<file path="src/rtl/aux_req_pkg.sv">
package aux_req_pkg;

    typedef enum logic [1:0] {
        PH_IDLE = 2'd0,
        PH_SEND = 2'd1,
        PH_WAIT = 2'd2
    } phase_e;

    localparam logic [11:0] OFS_CMD  = 12'h050;
    localparam logic [11:0] OFS_WDAT = 12'h054;
    localparam logic [11:0] OFS_CTRL = 12'h074;
    localparam logic [11:0] OFS_STAT = 12'h078;
    localparam logic [11:0] OFS_RST  = 12'h700;

    function automatic logic is_i2c_write(input logic [3:0] code);
        return (code[3] == 1'b0) && (code[1:0] == 2'b00);
    endfunction

endpackage

</file>
<file path="src/rtl/aux_frame_mux.sv">
module aux_frame_mux #(
    parameter int DATA_WORDS = 4,
    localparam int MAXB = 4 * DATA_WORDS,
    localparam int IW = $clog2(MAXB + 5)
) (
    input  logic [31:0]          cmd,
    input  logic [MAXB*8-1:0]    wdat,
    input  logic [IW-1:0]        idx,
    output logic [7:0]           byte_o,
    output logic                 last_o
);
    logic addr_only;
    int   hdr_len;
    int   pay_len;
    int   pidx;

    always_comb begin
        addr_only = cmd[28];
        hdr_len   = addr_only ? 3 : 4;
        pay_len   = (!addr_only && !cmd[0]) ? (int'(cmd[7:4]) + 1) : 0;
        pidx      = int'(idx) - hdr_len;
        byte_o    = 8'h00;
        case (int'(idx))
            0: byte_o = {cmd[3:0], cmd[27:24]};
            1: byte_o = cmd[23:16];
            2: byte_o = cmd[15:8];
            3: byte_o = addr_only ? wdat[7:0] : {4'h0, cmd[7:4]};
            default: begin
                if (pidx >= 0 && pidx < MAXB)
                    byte_o = wdat[8*pidx +: 8];
            end
        endcase
        last_o = (int'(idx) == hdr_len + pay_len - 1);
    end
endmodule

</file>
<file path="src/rtl/aux_reply_timer.sv">
module aux_reply_timer #(
    parameter int LIMIT = 40000,
    localparam int CW = $clog2(LIMIT + 1)
) (
    input  logic clk,
    input  logic rst_n,
    input  logic run,
    input  logic clear,
    output logic expired
);
    logic [CW-1:0] cnt_d, cnt_q;

    always_comb begin
        cnt_d   = cnt_q;
        expired = run && !clear && (cnt_q == CW'(LIMIT - 1));
        if (clear || !run)
            cnt_d = '0;
        else if (!expired)
            cnt_d = cnt_q + 1'b1;
    end

    always_ff @(posedge clk or negedge rst_n) begin
        if (!rst_n) cnt_q <= '0;
        else        cnt_q <= cnt_d;
    end
endmodule

</file>
<file path="src/rtl/aux_req_ctrl.sv">
module aux_req_ctrl
    import aux_req_pkg::*;
#(
    parameter int DATA_WORDS  = 4,
    parameter int TIMEOUT_CYC = 40000
) (
    input  logic        clk,
    input  logic        rst_n,
    input  logic        bus_wr,
    input  logic [11:0] bus_addr,
    input  logic [31:0] bus_wdata,
    output logic [31:0] bus_rdata,
    output logic        tx_valid,
    output logic [7:0]  tx_data,
    output logic        tx_last,
    input  logic        tx_ready,
    input  logic        rx_valid,
    input  logic [7:0]  rx_data,
    input  logic        rx_last
);
    localparam int MAXB = 4 * DATA_WORDS;
    localparam int IW   = $clog2(MAXB + 5);
    localparam logic [11:0] OFS_RDAT = OFS_WDAT + 12'(4 * DATA_WORDS);

    typedef struct packed {
        phase_e            phase;
        logic [IW-1:0]     idx;
        logic [31:0]       cmd;
        logic [MAXB*8-1:0] wdat;
        logic [MAXB*8-1:0] rdat;
        logic              cfg_sync;
        logic              cfg_timer;
        logic [4:0]        cfg_pulse;
        logic              aux_rstn;
        logic              to_flag;
        logic [7:0]        rcode;
        logic [4:0]        rcnt;
        logic [7:0]        part;
    } state_t;

    state_t s_d, s_q;
    logic   busy;
    logic   fr_last;
    logic   tmr_exp;
    logic [7:0] fr_byte;

    aux_frame_mux #(.DATA_WORDS(DATA_WORDS)) u_mux (
        .cmd    (s_q.cmd),
        .wdat   (s_q.wdat),
        .idx    (s_q.idx),
        .byte_o (fr_byte),
        .last_o (fr_last)
    );

    aux_reply_timer #(.LIMIT(TIMEOUT_CYC)) u_tmr (
        .clk     (clk),
        .rst_n   (rst_n),
        .run     (s_q.phase == PH_WAIT && s_q.cfg_timer),
        .clear   (rx_valid),
        .expired (tmr_exp)
    );

    assign busy     = (s_q.phase != PH_IDLE) && s_q.aux_rstn;
    assign tx_valid = (s_q.phase == PH_SEND) && s_q.aux_rstn;
    assign tx_data  = fr_byte;
    assign tx_last  = fr_last;

    always_comb begin
        int bi;
        s_d = s_q;
        bi  = int'(s_q.rcnt) - 1;

        case (s_q.phase)
            PH_SEND: begin
                if (tx_ready) begin
                    if (fr_last) s_d.phase = PH_WAIT;
                    else         s_d.idx   = s_q.idx + 1'b1;
                end
            end
            PH_WAIT: begin
                if (rx_valid) begin
                    if (s_q.rcnt == '0)
                        s_d.rcode = rx_data;
                    else if (int'(s_q.rcnt) <= MAXB)
                        s_d.rdat[8*bi +: 8] = rx_data;
                    if (s_q.rcnt == 5'd1 && is_i2c_write(s_q.cmd[3:0]))
                        s_d.part = rx_data;
                    if (int'(s_q.rcnt) < MAXB + 1)
                        s_d.rcnt = s_q.rcnt + 1'b1;
                    if (rx_last)
                        s_d.phase = PH_IDLE;
                end else if (tmr_exp) begin
                    s_d.to_flag = 1'b1;
                    s_d.phase   = PH_IDLE;
                end
            end
            default: ;
        endcase

        if (bus_wr) begin
            if (bus_addr == OFS_RST)
                s_d.aux_rstn = bus_wdata[4];
            if (bus_addr == OFS_CTRL) begin
                s_d.cfg_sync  = bus_wdata[1];
                s_d.cfg_timer = bus_wdata[2];
                s_d.cfg_pulse = bus_wdata[13:9];
                if (bus_wdata[0] && !busy && s_q.aux_rstn) begin
                    s_d.phase   = PH_SEND;
                    s_d.idx     = '0;
                    s_d.to_flag = 1'b0;
                    s_d.rcode   = '0;
                    s_d.rcnt    = '0;
                    s_d.part    = '0;
                    s_d.rdat    = '0;
                end
            end
            if (!busy) begin
                if (bus_addr == OFS_CMD)
                    s_d.cmd = bus_wdata;
                for (int k = 0; k < DATA_WORDS; k++)
                    if (bus_addr == OFS_WDAT + 12'(4 * k))
                        s_d.wdat[32*k +: 32] = bus_wdata;
            end
        end

        if (!s_q.aux_rstn) begin
            s_d.phase = PH_IDLE;
            s_d.idx   = '0;
        end
    end

    always_ff @(posedge clk or negedge rst_n) begin
        if (!rst_n) begin
            s_q          <= '0;
            s_q.aux_rstn <= 1'b1;
        end else begin
            s_q <= s_d;
        end
    end

    always_comb begin
        bus_rdata = '0;
        case (bus_addr)
            OFS_CMD:  bus_rdata = s_q.cmd;
            OFS_CTRL: bus_rdata = {18'b0, s_q.cfg_pulse, 6'b0, s_q.cfg_timer, s_q.cfg_sync, busy};
            OFS_STAT: bus_rdata = {7'b0, s_q.part, s_q.rcnt, s_q.rcode, 3'b0, s_q.to_flag};
            OFS_RST:  bus_rdata = {27'b0, s_q.aux_rstn, 4'b0};
            default: begin
                for (int k = 0; k < DATA_WORDS; k++) begin
                    if (bus_addr == OFS_WDAT + 12'(4 * k)) bus_rdata = s_q.wdat[32*k +: 32];
                    if (bus_addr == OFS_RDAT + 12'(4 * k)) bus_rdata = s_q.rdat[32*k +: 32];
                end
            end
        endcase
    end
endmodule

</file>
<file path="config.mk">
export PLATFORM = sky130hd
export DESIGN_NAME = aux_req_ctrl
export DESIGN_NICKNAME = d
export VERILOG_FILES = /design/src/rtl/aux_req_pkg.sv /design/src/rtl/aux_frame_mux.sv /design/src/rtl/aux_reply_timer.sv /design/src/rtl/aux_req_ctrl.sv
export SDC_FILE = /design/constraint.sdc
export NUM_CORES = 1
export LEC_CHECK = 0
export BUFFER_PORTS_ARGS = -buffer_cell sky130_fd_sc_hd__buf_4
export CAP_MARGIN = 20
export CORE_MARGIN = 1.5
export CORE_UTILIZATION = 25
export DETAILED_ROUTE_END_ITERATION = 7
export PLACE_DENSITY = 0.49
export SYNTH_ARGS = -nofsm -noshare
export SYNTH_HDL_FRONTEND = slang
export SYNTH_SLANG_ARGS = --single-unit
export TNS_END_PERCENT = 10
</file>
<file path="constraint.sdc">
create_clock -name clk -period 3.8 [get_ports clk]
set_input_delay 0.38 -clock clk [delete_from_list [all_inputs] [get_ports clk]]
set_output_delay 0.38 -clock clk [all_outputs]
set_load 0.01 [all_outputs]
</file>
Word-level counts from Yosys, hierarchy flattened:

Cells that the tools add are included.

* $add $sub $neg: 9
* multipliers: 0
* divide/modulo/power cells: 0
* $lt $le $gt $ge: 4
* equal/unequal tests: 21
* shift operators: 3
* muxes and demuxes: 51
* bitwise gates (word level): 2
* reductions and logical operators: 28

Operator list (count)
* two-way mux 128 bit: 5
* two-way mux 32 bit: 14
* two-way mux 325 bit: 1
* two-way mux 160 bit: 1
* two-way mux 135 bit: 1
* equality test 12 x 7 -> 1 bit, second input constant: 11
* bitwise mux 128 bit: 1
* one-hot mux 32 bit (4 select lines): 1
* variable shift 8 x 33 -> 128 bit, first input constant: 1
* variable part select 128 x 32 -> 8 bit: 1
* variable part select 8 x 33 -> 128 bit: 1
* two-way mux 22 bit: 3
* negator 9 -> 33 bit: 1
* adder 32 bit: 1
* equality test 6 x 32 -> 1 bit: 1
* >= comparator 32 x 1 -> 1 bit, second input constant: 1
* less-than comparator 32 x 6 -> 1 bit, second input constant: 1
* two-way mux 16 bit: 2
* two-way mux 8 bit: 4
* one-hot mux 8 bit (4 select lines): 1
* subtractor 32 x 2 -> 32 bit, second input constant: 1
* subtractor 6 x 32 -> 32 bit: 1
* two-way mux 7 bit: 4
* two-way mux 21 bit: 1
* other kinds (27): 58

* register bits after elaboration: 341
* latch bits: 0
* RAM bits: 0
* bits in read-only memories: 0
* input bits: 58
* output and inout port bits: 42
* logic and storage cells: 135
* memories kept: 0

Longest topological paths before layout:

* word-level depth: 13
* gate-level depth with buffers: 17
* gate-level depth less buffers: 16

By module:

A second synthesis with hierarchy kept.

* cells, all modules: 1882
* area, all modules: 19811.5 um^2

Modules (own cells, without submodules)
* aux_req_ctrl: times used 1, cells each 1605, area each 16933.7 um^2, sequential area each 8134.1 um^2
* aux_frame_mux: times used 1, cells each 181, area each 2003.2 um^2, sequential area each 0.0 um^2
* aux_reply_timer: times used 1, cells each 96, area each 874.6 um^2, sequential area each 400.4 um^2

Worst setup path after synthesis:

Ideal clock, no wire load.

* path kind: reg-to-reg
* from: reg s_q[8] (netlist bit)
* to: reg s_q[62] (netlist bit)
* setup time: 0.132 ns
* arrival: 4.063 ns
* data required time: 3.668 ns
* path slack: -0.395 ns
* stages on the path, launching flop included: 16
* buffers on the path: 1
* clock period less this slack: 4.195 ns
* cells stage by stage: dfrtp_1 -> buf_4 -> inv_1 -> ha_1 -> or3_1 -> a21oi_1 -> a21oi_1 -> nor3_1 -> inv_1 -> ha_1 -> nor4bb_1 -> and4_1 -> nand2_1 -> a2111oi_4 -> mux2i_1 -> nor2_1

RTL lines
* from (decl): RTL line aux_req_ctrl.sv:41 `state_t s_d, s_q;`

Final worst setup path:

* from: reg s_q[318] (netlist bit)
* to: out tx_data[6]

* cells in the longest elaborated chain, start to end: 5
* elaborated cells on any way between the ends: 11
* classes of those cells: add/sub (1); order compare (2); eq/ne (3); shift (1); mux (2); reduce/logical (2)

Ends and longest elaborated chain
* subtractor 6 x 32 -> 32 bit: RTL line aux_frame_mux.sv:21 `pidx = int'(idx) - hdr_len;`
* >= comparator 32 x 1 -> 1 bit or less-than comparator 32 x 6 -> 1 bit (tied branches): RTL line aux_frame_mux.sv:29 `if (pidx >= 0 && pidx < MAXB)`
* logical AND 1 bit: RTL line aux_frame_mux.sv:29
* two-way mux 8 bit: RTL line aux_frame_mux.sv:29
* one-hot mux 8 bit (4 select lines) *: RTL line aux_frame_mux.sv:23 `case (int'(idx))`
* to (decl): RTL line aux_req_ctrl.sv:14 `output logic [7:0] tx_data,`

Every way passes the cells marked *; elsewhere a longest branch is shown, timed or not.

==> run metrics <==
CP Class=reg -> out; cells on worst reg2reg path=15; top post-synthesis cells by area=dfrtp_1, mux2_2, mux2i_1, nor2_1, mux4_2; Area growth, synth to finish=22.6%; Clock Tree Buf Depth=3; top achievable clock speed=261 MHz; critical path arrival=3.46 ns; area of the die=0.0798 mm^2; final setup violation count=1; Mapped Cells=about 1800; met2 usage=0.331; LEAKAGE=0.0106 uW; Hold WC Path Type=in -> reg; final setup slack of the worst path=-0.0380 ns; via count=16400; Worst setup SP type=register; Antenna Violating Nets Remaining=0; largest area contributor in the netlist=dfrtp_1; Slew headroom=0.299; worst-margin pin slew=1.04 ns; reg-to-reg slack, setup=0.14 ns; Avg Cell Area, Syn=10.7 um^2; Synth top area share=0.436; Initial DRT Pass Iterations=6; Synth Cell Area=0.0195 mm^2; Synth Warn #=0; detailed placement HPWL=66.4 mm; port buffer count=99; I/O Pins=100; Non-Filler Instances=between 3000 and 4000; Post-layout nets=a little over 2000; clk_lat worst skew=0.59 ns; violated checks=negative setup slack; cts bufs inserted=40; pwr dens=342 mW/mm^2; overall global routing resource usage=0.215; Core Area=0.0773 mm^2; syn nets=1924; final hold violation count=0; Horiz. Die Dim=282 um; CP Max Fanout=16; outcome=finished with violations; number of synthesized flops with an enable pin=0; clock slew at reported path FFs=0.06 ns; TritonCTS clock tree=done; GR Util met1=0.301; final core occ=0.309; Top FF cell, synth=dfrtp_1; FF+latch count, synth=341; Hold Path Depth=2; fraction of the yosys area taken by sequential cells=0.437; synth cell count leaders=dfrtp_1, nor2_1, mux2i_1, mux2_2, nand2_1; met3 usage=0.0358; Final Max Tran Viols=0; critical path capture point type=output port; Worst EP required=3.42 ns; vias in the first global route=16000; maximum vdd drop=between 0.2 and 0.3 mV; grt ovf=0; first-pass GRT wire length=122 mm; H-tree Lvls=2; crit path time final=3.84 ns; RSZ-0062 raised after global routing=true; fin crit share=1.01; # rows=102; clock skew=0.0216 ns; layout cell share with drive strength beyond 1=0.297; DIE HEIGHT=~280 um; initial DRC count=1945; Placed Cells=roughly 3000; Async SR Flop Fraction=1.00; DR WL/cell=28.3 um; Clock Sink Count=341; Detailed Route WL=86.3 mm; Synth cell types=76; CTS Root Cell=clkbuf_16; most used routing layer in global routing=met2; GPL Wtd Cong=0.990; initial antenna violation count=2; maxcap violations=0; count leader, synth=dfrtp_1; DRC viols=0; largest net degree at the start of global routing=between 100 and 150; vias per cell=5.39; starting density of the core=0.252
-- per-layer routing --
layer  wire [um]  share of wire  vias up
met5          18        0.00021        -
met4        3150          0.036        4
met3        6360          0.074      134
met2       38400           0.44      772
met1       38400           0.44     8456
li1            -              -     7049
-- placed cells by master, fill, tap and decap left out, types with 14 or more instances in the layout --
| cell type | instances |
|---|---|
| a21oi_1 | 104 |
| a221o_1 | 26 |
| a221oi_1 | 18 |
| a222oi_1 | 15 |
| a22oi_1 | 25 |
| buf_12 | 14 |
| buf_4 | 204 |
| buf_6 | 14 |
| clkbuf_16 | 42 |
| dfrtp_1 | 335 |
| ha_1 | 29 |
| inv_1 | 19 |
| mux2_2 | 154 |
| mux2i_1 | 162 |
| mux4_2 | 32 |
| nand2_1 | 110 |
| nand2b_1 | 21 |
| nand3_1 | 27 |
| nor2_1 | 199 |
| nor2_2 | 44 |
| o21ai_0 | 50 |
| o22ai_1 | 26 |
| o31ai_1 | 19 |
| or3_1 | 24 |
| xor2_1 | 16 |
-- through the flow --
step                      hold slack (ns)  total power (uW)  instance area [um^2]  setup slack, ns  TNS (ns)
after floorplan                    0.0844              3830                 19600          -0.0111   -0.0770
after global placement              0.506              4120                 22200          -0.0849   -0.0920
after detailed placement            0.509              4120                 22200          -0.0807     -1.64
after CTS                          0.0542              8230                 23800          0.00122         0
after global routing               0.0778              8390                 23900           -0.161    -0.925
final                              0.0708              8180                 23900          -0.0380   -0.0380
-- power breakdown --
part | internal, uW | total (uW) | switching (uW)
registers | 3640 | 3650 | 14.4
logic | 118 | 406 | 288
clock network | 2480 | 4120 | 1640
-- cell type report --
cell class / count / area [um^2]
fillers: 8006 / 53400
multi-input cells: 1334 / 10600
flip-flops and latches: 341 / 8540
repair buffers: 235 / 2030
well taps: 1040 / 1300
clock buffers: 57 / 1170
clock inverters: 13 / 205
inverters: 23 / 86.3
diodes: 1 / 2.50
-- worst max-delay path: stages, from the launching register on --
cell,delay (ns)
dfrtp_2,0.41
inv_2,0.10
ha_2,0.16
inv_1,0.06
fa_2,0.58
buf_12,0.18
mux4_2,0.53
mux2i_2,0.21
o22a_1,0.23
o211ai_1,0.20
buf_4,0.21
-- final timing paths --
kind                                         to                from
setup / recovery                     tx_data[6]  s_q[318]$_DFF_PN0_
hold / removal             s_q[281]$_DFFE_PN0P_       bus_wdata[27]
setup reg to reg             s_q[140]$_DFF_PN0_    s_q[9]$_DFF_PN0_
hold reg to reg               s_q[21]$_DFF_PN0_   s_q[21]$_DFF_PN0_
max in group asynchronous  s_q[292]$_DFFE_PN0P_               rst_n
min in group asynchronous    s_q[135]$_DFF_PN0_               rst_n
-- timing repair --
item                                    in CTS  in global routing
gates cloned                                 1                  0
hold buffers                                 1                  0
gates resized for setup                     30                 25
endpoints found under the setup margin      98                122
pin swaps                                   12                 15
setup buffers                                9                  3
endpoints found under the hold margin       97                  0
-- kinds of logic (layout without fill, tap and decap cells) --
logic type,after synthesis,count (layout),share of synthesized area
compound gates,386,386,0.148
xor+xnor,31,31,0.0139
fa+ha+maj,35,35,0.0232
buf+inv,156,328,0.0334
flops,341,341,0.437
mux,364,364,0.218
other cells,0,1,0
simple gates,518,518,0.127
-- registers in the layout (all words and copies together), names as in the netlist --
signal,cells
s_q,325
u_tmr.cnt_q,16
No activity file was read; power rests on OpenSTA's default activity.
